<file path="src/rtl/pt_walker_pkg.sv">
package pt_walker_pkg;

    typedef enum logic [2:0] {
        ST_IDLE,
        ST_READ_DIR,
        ST_READ_PTE,
        ST_UPDATE,
        ST_DONE,
        ST_FAULT
    } walk_state_t;

    // entry flag positions decoded by the walker
    localparam int BIT_PRESENT = 0;
    localparam int BIT_RW      = 1;
    localparam int BIT_US      = 2;
    localparam int BIT_ACC     = 5;
    localparam int BIT_DIRTY   = 6;
    localparam int BIT_LARGE   = 7;

endpackage

</file>
<file path="src/rtl/pt_addr_gen.sv">
module pt_addr_gen #(
    parameter int DIR_W = 10,
    parameter int TBL_W = 10,
    parameter int OFS_W = 12
) (
    input  logic [DIR_W+TBL_W+OFS_W-1:0] dir_base,
    input  logic [DIR_W-1:0]             dir_idx,
    input  logic [DIR_W+TBL_W-1:0]       table_base,
    input  logic [TBL_W+OFS_W-1:0]       va_low,
    input  logic [DIR_W+TBL_W-1:0]       leaf_frame,
    input  logic                         leaf_large,
    output logic [DIR_W+TBL_W+OFS_W-1:0] dir_addr,
    output logic [DIR_W+TBL_W+OFS_W-1:0] tbl_addr,
    output logic [DIR_W+TBL_W+OFS_W-1:0] paddr
);
    localparam int AW      = DIR_W + TBL_W + OFS_W;
    localparam int FRAME_W = DIR_W + TBL_W;
    localparam int LARGE_W = TBL_W + OFS_W;

    logic [AW-1:0] dir_step;
    logic [AW-1:0] tbl_step;

    // entries are four bytes wide, so the index is scaled by four
    assign dir_step = {{(AW-DIR_W-2){1'b0}}, dir_idx, 2'b00};
    assign tbl_step = {{(AW-TBL_W-2){1'b0}}, va_low[LARGE_W-1:OFS_W], 2'b00};

    assign dir_addr = dir_base + dir_step;
    assign tbl_addr = {table_base, {OFS_W{1'b0}}} + tbl_step;

    always_comb begin
        if (leaf_large) begin
            paddr = {leaf_frame[FRAME_W-1 -: DIR_W], va_low};
        end else begin
            paddr = {leaf_frame, va_low[OFS_W-1:0]};
        end
    end

endmodule

</file>
<file path="src/rtl/pt_entry_judge.sv">
module pt_entry_judge
    import pt_walker_pkg::*;
#(
    parameter int EW = 32
) (
    input  logic [EW-1:0] entry,
    input  logic          at_dir,
    input  logic          acc_write,
    input  logic          acc_user,
    output logic          not_present,
    output logic          prot_fail,
    output logic          is_large,
    output logic          need_upd,
    output logic [EW-1:0] upd_entry
);
    logic leaf_level;

    // a large directory entry is itself the leaf
    assign leaf_level = !at_dir || entry[BIT_LARGE];

    always_comb begin
        not_present = !entry[BIT_PRESENT];
        prot_fail   = (acc_write && !entry[BIT_RW]) || (acc_user && !entry[BIT_US]);
        is_large    = at_dir && entry[BIT_LARGE];
        upd_entry   = entry;
        upd_entry[BIT_ACC] = 1'b1;
        if (leaf_level && acc_write) begin
            upd_entry[BIT_DIRTY] = 1'b1;
        end
        need_upd = (upd_entry != entry);
    end

endmodule

</file>
<file path="src/rtl/pt_walker.sv">
module pt_walker
    import pt_walker_pkg::*;
#(
    parameter int DIR_W = 10,
    parameter int TBL_W = 10,
    parameter int OFS_W = 12
) (
    input  logic        clk,
    input  logic        rst_n,
    input  logic        req_valid,
    input  logic [31:0] req_vaddr,
    input  logic        req_write,
    input  logic        req_user,
    input  logic [31:0] dir_base,
    input  logic        pde_hint_valid,
    input  logic [31:0] pde_hint,
    output logic        busy,
    output logic        mem_req,
    output logic        mem_we,
    output logic [31:0] mem_addr,
    output logic [31:0] mem_wdata,
    input  logic        mem_ack,
    input  logic [31:0] mem_rdata,
    output logic        done_valid,
    output logic [31:0] done_paddr,
    output logic [31:0] done_entry,
    output logic        done_large,
    output logic        fault_valid,
    output logic [31:0] fault_vaddr,
    output logic        fault_prot,
    output logic        fault_write,
    output logic        fault_user
);
    localparam int AW      = DIR_W + TBL_W + OFS_W;
    localparam int FRAME_W = DIR_W + TBL_W;
    localparam int LARGE_W = TBL_W + OFS_W;

    walk_state_t   state_q, state_d;
    logic [AW-1:0] va_q, va_d;
    logic          wr_q, wr_d;
    logic          usr_q, usr_d;
    logic [AW-1:0] dir_addr_q, dir_addr_d;
    logic [AW-1:0] upd_addr_q, upd_addr_d;
    logic [AW-1:0] entry_q, entry_d;
    logic          large_q, large_d;
    logic          upd_dir_q, upd_dir_d;
    logic          prot_q, prot_d;

    // judge inputs: the supplied entry while idle, memory data otherwise
    logic [AW-1:0] j_entry;
    logic          j_at_dir, j_write, j_user;
    logic          j_np, j_prot, j_large, j_need;
    logic [AW-1:0] j_upd;

    logic [AW-1:0] dir_addr_c, tbl_addr_c, paddr_c, cur_dir_addr;
    logic          take_dir, take_leaf;

    assign j_entry  = (state_q == ST_IDLE) ? pde_hint : mem_rdata;
    assign j_at_dir = (state_q == ST_IDLE) || (state_q == ST_READ_DIR);
    assign j_write  = (state_q == ST_IDLE) ? req_write : wr_q;
    assign j_user   = (state_q == ST_IDLE) ? req_user : usr_q;
    assign cur_dir_addr = (state_q == ST_IDLE) ? dir_addr_c : dir_addr_q;

    pt_entry_judge #(.EW(AW)) u_judge (
        .entry       (j_entry),
        .at_dir      (j_at_dir),
        .acc_write   (j_write),
        .acc_user    (j_user),
        .not_present (j_np),
        .prot_fail   (j_prot),
        .is_large    (j_large),
        .need_upd    (j_need),
        .upd_entry   (j_upd)
    );

    pt_addr_gen #(.DIR_W(DIR_W), .TBL_W(TBL_W), .OFS_W(OFS_W)) u_addr (
        .dir_base   (dir_base),
        .dir_idx    (req_vaddr[AW-1 -: DIR_W]),
        .table_base (entry_q[AW-1 -: FRAME_W]),
        .va_low     (va_q[LARGE_W-1:0]),
        .leaf_frame (entry_q[AW-1 -: FRAME_W]),
        .leaf_large (large_q),
        .dir_addr   (dir_addr_c),
        .tbl_addr   (tbl_addr_c),
        .paddr      (paddr_c)
    );

    // next-state and data path
    always_comb begin
        state_d    = state_q;
        va_d       = va_q;
        wr_d       = wr_q;
        usr_d      = usr_q;
        dir_addr_d = dir_addr_q;
        upd_addr_d = upd_addr_q;
        entry_d    = entry_q;
        large_d    = large_q;
        upd_dir_d  = upd_dir_q;
        prot_d     = prot_q;
        take_dir   = 1'b0;
        take_leaf  = 1'b0;

        unique case (state_q)
            ST_IDLE: begin
                if (req_valid) begin
                    va_d       = req_vaddr;
                    wr_d       = req_write;
                    usr_d      = req_user;
                    dir_addr_d = dir_addr_c;
                    large_d    = 1'b0;
                    if (pde_hint_valid) begin
                        take_dir = 1'b1;
                    end else begin
                        state_d = ST_READ_DIR;
                    end
                end
            end
            ST_READ_DIR: take_dir  = mem_ack;
            ST_READ_PTE: take_leaf = mem_ack;
            ST_UPDATE: begin
                if (mem_ack) begin
                    state_d = upd_dir_q ? ST_READ_PTE : ST_DONE;
                end
            end
            ST_DONE:  state_d = ST_IDLE;
            ST_FAULT: state_d = ST_IDLE;
            default:  state_d = ST_IDLE;
        endcase

        if (take_dir || take_leaf) begin
            if (j_np) begin
                prot_d  = 1'b0;
                state_d = ST_FAULT;
            end else if (j_prot) begin
                prot_d  = 1'b1;
                state_d = ST_FAULT;
            end else begin
                entry_d = j_upd;
                if (take_leaf || j_large) begin
                    large_d    = take_dir;
                    upd_addr_d = take_dir ? cur_dir_addr : tbl_addr_c;
                    upd_dir_d  = 1'b0;
                    state_d    = j_need ? ST_UPDATE : ST_DONE;
                end else begin
                    upd_addr_d = cur_dir_addr;
                    upd_dir_d  = 1'b1;
                    state_d    = j_need ? ST_UPDATE : ST_READ_PTE;
                end
            end
        end
    end

    // state register
    always_ff @(posedge clk) begin
        if (!rst_n) begin
            state_q    <= ST_IDLE;
            va_q       <= '0;
            wr_q       <= 1'b0;
            usr_q      <= 1'b0;
            dir_addr_q <= '0;
            upd_addr_q <= '0;
            entry_q    <= '0;
            large_q    <= 1'b0;
            upd_dir_q  <= 1'b0;
            prot_q     <= 1'b0;
        end else begin
            state_q    <= state_d;
            va_q       <= va_d;
            wr_q       <= wr_d;
            usr_q      <= usr_d;
            dir_addr_q <= dir_addr_d;
            upd_addr_q <= upd_addr_d;
            entry_q    <= entry_d;
            large_q    <= large_d;
            upd_dir_q  <= upd_dir_d;
            prot_q     <= prot_d;
        end
    end

    // outputs decoded from the registered state
    always_comb begin
        busy        = 1'b1;
        mem_req     = 1'b0;
        mem_we      = 1'b0;
        mem_addr    = '0;
        mem_wdata   = '0;
        done_valid  = 1'b0;
        fault_valid = 1'b0;
        unique case (state_q)
            ST_IDLE: busy = 1'b0;
            ST_READ_DIR: begin
                mem_req  = 1'b1;
                mem_addr = dir_addr_q;
            end
            ST_READ_PTE: begin
                mem_req  = 1'b1;
                mem_addr = tbl_addr_c;
            end
            ST_UPDATE: begin
                mem_req   = 1'b1;
                mem_we    = 1'b1;
                mem_addr  = upd_addr_q;
                mem_wdata = entry_q;
            end
            ST_DONE:  done_valid  = 1'b1;
            ST_FAULT: fault_valid = 1'b1;
            default:  busy = 1'b0;
        endcase
    end

    assign done_paddr  = paddr_c;
    assign done_entry  = entry_q;
    assign done_large  = large_q;
    assign fault_vaddr = va_q;
    assign fault_prot  = prot_q;
    assign fault_write = wr_q;
    assign fault_user  = usr_q;

endmodule

</file>
<file path="config.mk">
export PLATFORM = sky130hd
export DESIGN_NAME = pt_walker
export DESIGN_NICKNAME = d
export VERILOG_FILES = /design/src/rtl/pt_walker_pkg.sv /design/src/rtl/pt_addr_gen.sv /design/src/rtl/pt_entry_judge.sv /design/src/rtl/pt_walker.sv
export SDC_FILE = /design/constraint.sdc
export NUM_CORES = 1
export LEC_CHECK = 0
export ABC_AREA = 1
export BUFFER_PORTS_ARGS = -buffer_cell sky130_fd_sc_hd__buf_2
export CAP_MARGIN = 20
export CORE_ASPECT_RATIO = 0.9
export CORE_UTILIZATION = 50
export CTS_BUF_LIST = sky130_fd_sc_hd__clkbuf_16
export DETAILED_ROUTE_END_ITERATION = 16
export PLACE_DENSITY = 0.81
export SYNTH_ARGS = -nofsm -noshare
export SYNTH_HDL_FRONTEND = slang
export SYNTH_SLANG_ARGS = --single-unit
</file>
<file path="constraint.sdc">
create_clock -name clk -period 2.09 [get_ports clk]
set_input_delay 0.209 -clock clk [delete_from_list [all_inputs] [get_ports clk]]
set_output_delay 0.209 -clock clk [all_outputs]
set_load 0.01 [all_outputs]
</file>
==> impl_metrics.csv <==
group,metric,value,unit
clocking,cts_sinks,135,
global_routing,antenna_found_initial,1,
job,drv_cap,0,
synth,synth_compound_area_share,22.4,%
finish,fillers,1358,
worst_setup_path,required,2440,ps
route,finalWirelength,30.3,mm
route,antenna_left,0,
worst_setup_path,path_cells,"buf_4 > nor2_4 > nand2_4 > nor2_4 > nand2_4 > nand3_4 > nand2_4 > nor2_8 > buf_12 > buf_6 > clkbuf_16 > o21ai_0 > a21oi_1",
global_routing,grt_pass1_vias,8512,
floorplan,ios,304,
floorplan,die_y,123,um
timing,rsz0062_at_grt,"yes",
clocking,cts-root-buf,"clkbuf_16",
placed_design,dp_cells,1736,
global_routing,grt.total_usage,33.2,%
power_and_ir_drop,totalPowerFinal,15.4,mW
floorplan,initial_utilization,52.0,%
worst_setup_path,r2r-end,"upd_addr_q[8]",
finish,fin_nets,1740,
timing,drv_slew,0,
synth,synth_xor_xnor_area_share,1.07,%
worst_setup_path,reg2regPathDepth,13,
placed_design,gp_congestion,0.918,
route,vias_per_cell,5.48,
worst_setup_path,cp-start-kind,"flop",
synth,synth_mux_area_share,0,%
synth,syn-num-nets,1432,
power_and_ir_drop,ir_drop,1030,uV
finish,area_delta_synth_final,36.2,%
clocking,path_clk_slew,60,ps
route,first_pass_iters,8,
synth,synth_cells,1286,
worst_setup_path,crit_fanout,6,
min_path,min_from,"req_vaddr[1]",
global_routing,grt_max_degree,86,
worst_setup_path,cpPeakStageDelay,360,ps
synth,synthSimpleGateAreaFrac,27.4,%
timing,timing.fmax,0.472,GHz
power_and_ir_drop,leakage,5.68,nW
worst_setup_path,cp.arrival,2470,ps
worst_setup_path,cp_slowest_cell,"dfxtp_4",
timing,fin_skew,8.58,ps
placed_design,dp_hpwl,20.1,mm
worst_setup_path,path_buf_inv,4,
power_and_ir_drop,powerDensity,1380,nW/um^2
clocking,numCtsBuffers,17,
clocking,cts_buffer_depth,2,
floorplan,die-area,16800,um^2
finish,drive_above_1_share,29.4,%
synth,synth_top_family_by_area,"simple AND/OR/NAND/NOR gates",
route,dr.first_iter.drc_count,912,
worst_setup_path,r2r_start,"state_q[2]",
clocking,cts_tree,"done",
floorplan,core-area,15700,um^2
synth,synth.avg_cell_area,6.35,um^2
outcome,status,"complete, but fails checks",
synth,synth-seq-area-share,33.1,%
timing,finalCriticalPeriod,2120,ps
worst_setup_path,path_delay_family,"simple AND/OR/NAND/NOR gates",
worst_setup_path,end_kind,"flop",
floorplan,dieWidth,137,um
outcome,violations,"setup timing",
placed_design,port_buffers,303,
clocking,htreeDepth,4,
timing,min_period_over_period,101,%
timing,worstMarginPinSlew,424,ps
synth,yosysUniqueCellTypes,42,
min_path,hold_class,"input pin to flop",
timing,hold_viol_final,0,
timing,relSlewSlack,71.5,%
placed_design,dpl_worst_slack,-53.7,ps
min_path,hold_path_depth,3,
floorplan,rows,43,
synth,syn-cell-area,8170,um^2
min_path,hold_end,"fault_vaddr[1]",
synth,synthAdderAreaFrac,1.78,%
worst_setup_path,cpMostUsedCell,"nand2_4",
route,post_drt_wl_per_cell,16.7,um
global_routing,grt_overflow,0,
timing,setup_viol,3,
finish,layout_common_cells,"nand2_1, buf_2, inv_1, dfxtp_1, nor2_1",
finish,final_common_cell,"nand2_1",
finish,stdcell_count,1809,
worst_setup_path,worstSetupPathType,"flop to flop",
timing,setup_ws,-28.1,ps
synth,ys_warn_count,0,
finish,diodes,0,
synth,synth-seq-cells,135,
route,drc_errors,0,
route,route.vias.total,9917,
global_routing,grt_pass1_wl,43.2,mm
worst_setup_path,ff2ff_setup_slack,-30,ps
clocking,worst_skew_pair.late_latency,430,ps
[area by class of cell]
type                       instances  area (um^2)  area share, %
tap                              202          253           2.27
timing repair inverter             1         7.51         0.0675
sequential                       135         2710           24.4
multi-input combinational        886         4520           40.6
clock buffer                      17          425           3.82
clock inverter                    15          139           1.25
timing repair buffer             385         2420           21.8
inverter                         168          647           5.82
[synthesized netlist by cell type (all sizes together)]
library cell | instances | area, um^2
a211oi | 8 | 70.1
a21boi | 1 | 7.51
a21oi | 89 | 445
a31o | 1 | 8.76
a31oi | 30 | 188
buf | 52 | 364
clkbuf | 46 | 174
clkinv | 1 | 3.75
dfxtp | 135 | 2700
fa | 1 | 20.0
ha | 10 | 125
inv | 167 | 627
nand2 | 332 | 1270
nand3 | 56 | 290
nand3b | 5 | 37.5
nand4 | 5 | 31.3
nor2 | 129 | 521
nor3 | 6 | 41.3
nor4 | 4 | 25.0
o211ai | 18 | 135
o21ai | 155 | 783
o221ai | 21 | 184
o22ai | 1 | 6.26
or2 | 3 | 18.8
xnor2 | 5 | 43.8
xor2 | 5 | 43.8
[stage by stage]
stage               utilization [%]  hold slack [ps]  area [um^2]  setup TNS, ps
floorplan                         -              344         8170              0
global placement               62.4              429         9810          -79.8
detailed placement             62.4              435         9810           -219
CTS                            67.7             2.01        10600           -333
global route                   70.8             13.1        11100          -2150
finish                         70.8             6.24        11100          -51.9
[tightest hold or removal path: stages]
cell	delay [ps]
buf_2	70
nor2_1	30
nor2_1	80
[per-layer routing]
metal | GRT usage (%) | vias to the layer above | routed length [um]
li1 | - | 4782 | -
met1 | 41.5 | 4477 | 12200
met2 | 56.1 | 576 | 14400
met3 | 6.40 | 80 | 2850
met4 | 13.4 | 2 | 822
met5 | 0 | - | 11
[power breakdown]
group,total (mW),switching (mW),leakage [nW],internal (mW)
clock,2.93,1.20,0.280,1.74
combinational,8.39,5.26,4.29,3.13
sequential,4.05,0.605,1.11,3.45
[worst max path at each step]
stage | to | startpoint | slack [ps] | cells after the start
finish | upd_addr_q[8] | state_q[2] | -30 | 13
global route | upd_addr_q[8] | state_q[2] | -120 | 13
CTS | mem_addr[24] | state_q[2] | -50 | 8
detailed placement | dir_addr_q[20] | req_vaddr[22] | -50 | 13
global placement | dir_addr_q[28] | req_vaddr[22] | -20 | 13
floorplan | dir_addr_q[28] | req_vaddr[22] | 230 | 12
[logic make-up (layout without fill, tap and decap cells)]
group | count (synthesis) | after routing
simple gates | 540 | 541
compound gates | 324 | 324
buf+inv | 266 | 586
flops | 135 | 135
fa+ha+maj | 11 | 11
xor+xnor | 10 | 10
[state kept, by name, summed over array words and instances (netlist names)]
signal	flops
done_large	1
done_entry	31
upd_dir_q	1
upd_addr_q	32
fault_vaddr	32
fault_write	1
fault_user	1
dir_addr_q	32
state_q	3
fault_prot	1
[timing repair]
action | in CTS | in global routing
cloned | 2 | 11
endpoints found under the setup margin | 37 | 97
pin swaps | 4 | 14
hold buffers | 3 | 0
setup buffers | 8 | 18
endpoints found under the hold margin | 3 | 0
gates resized for setup | 43 | 34
Note: power is estimated with default switching activity, not from simulation.
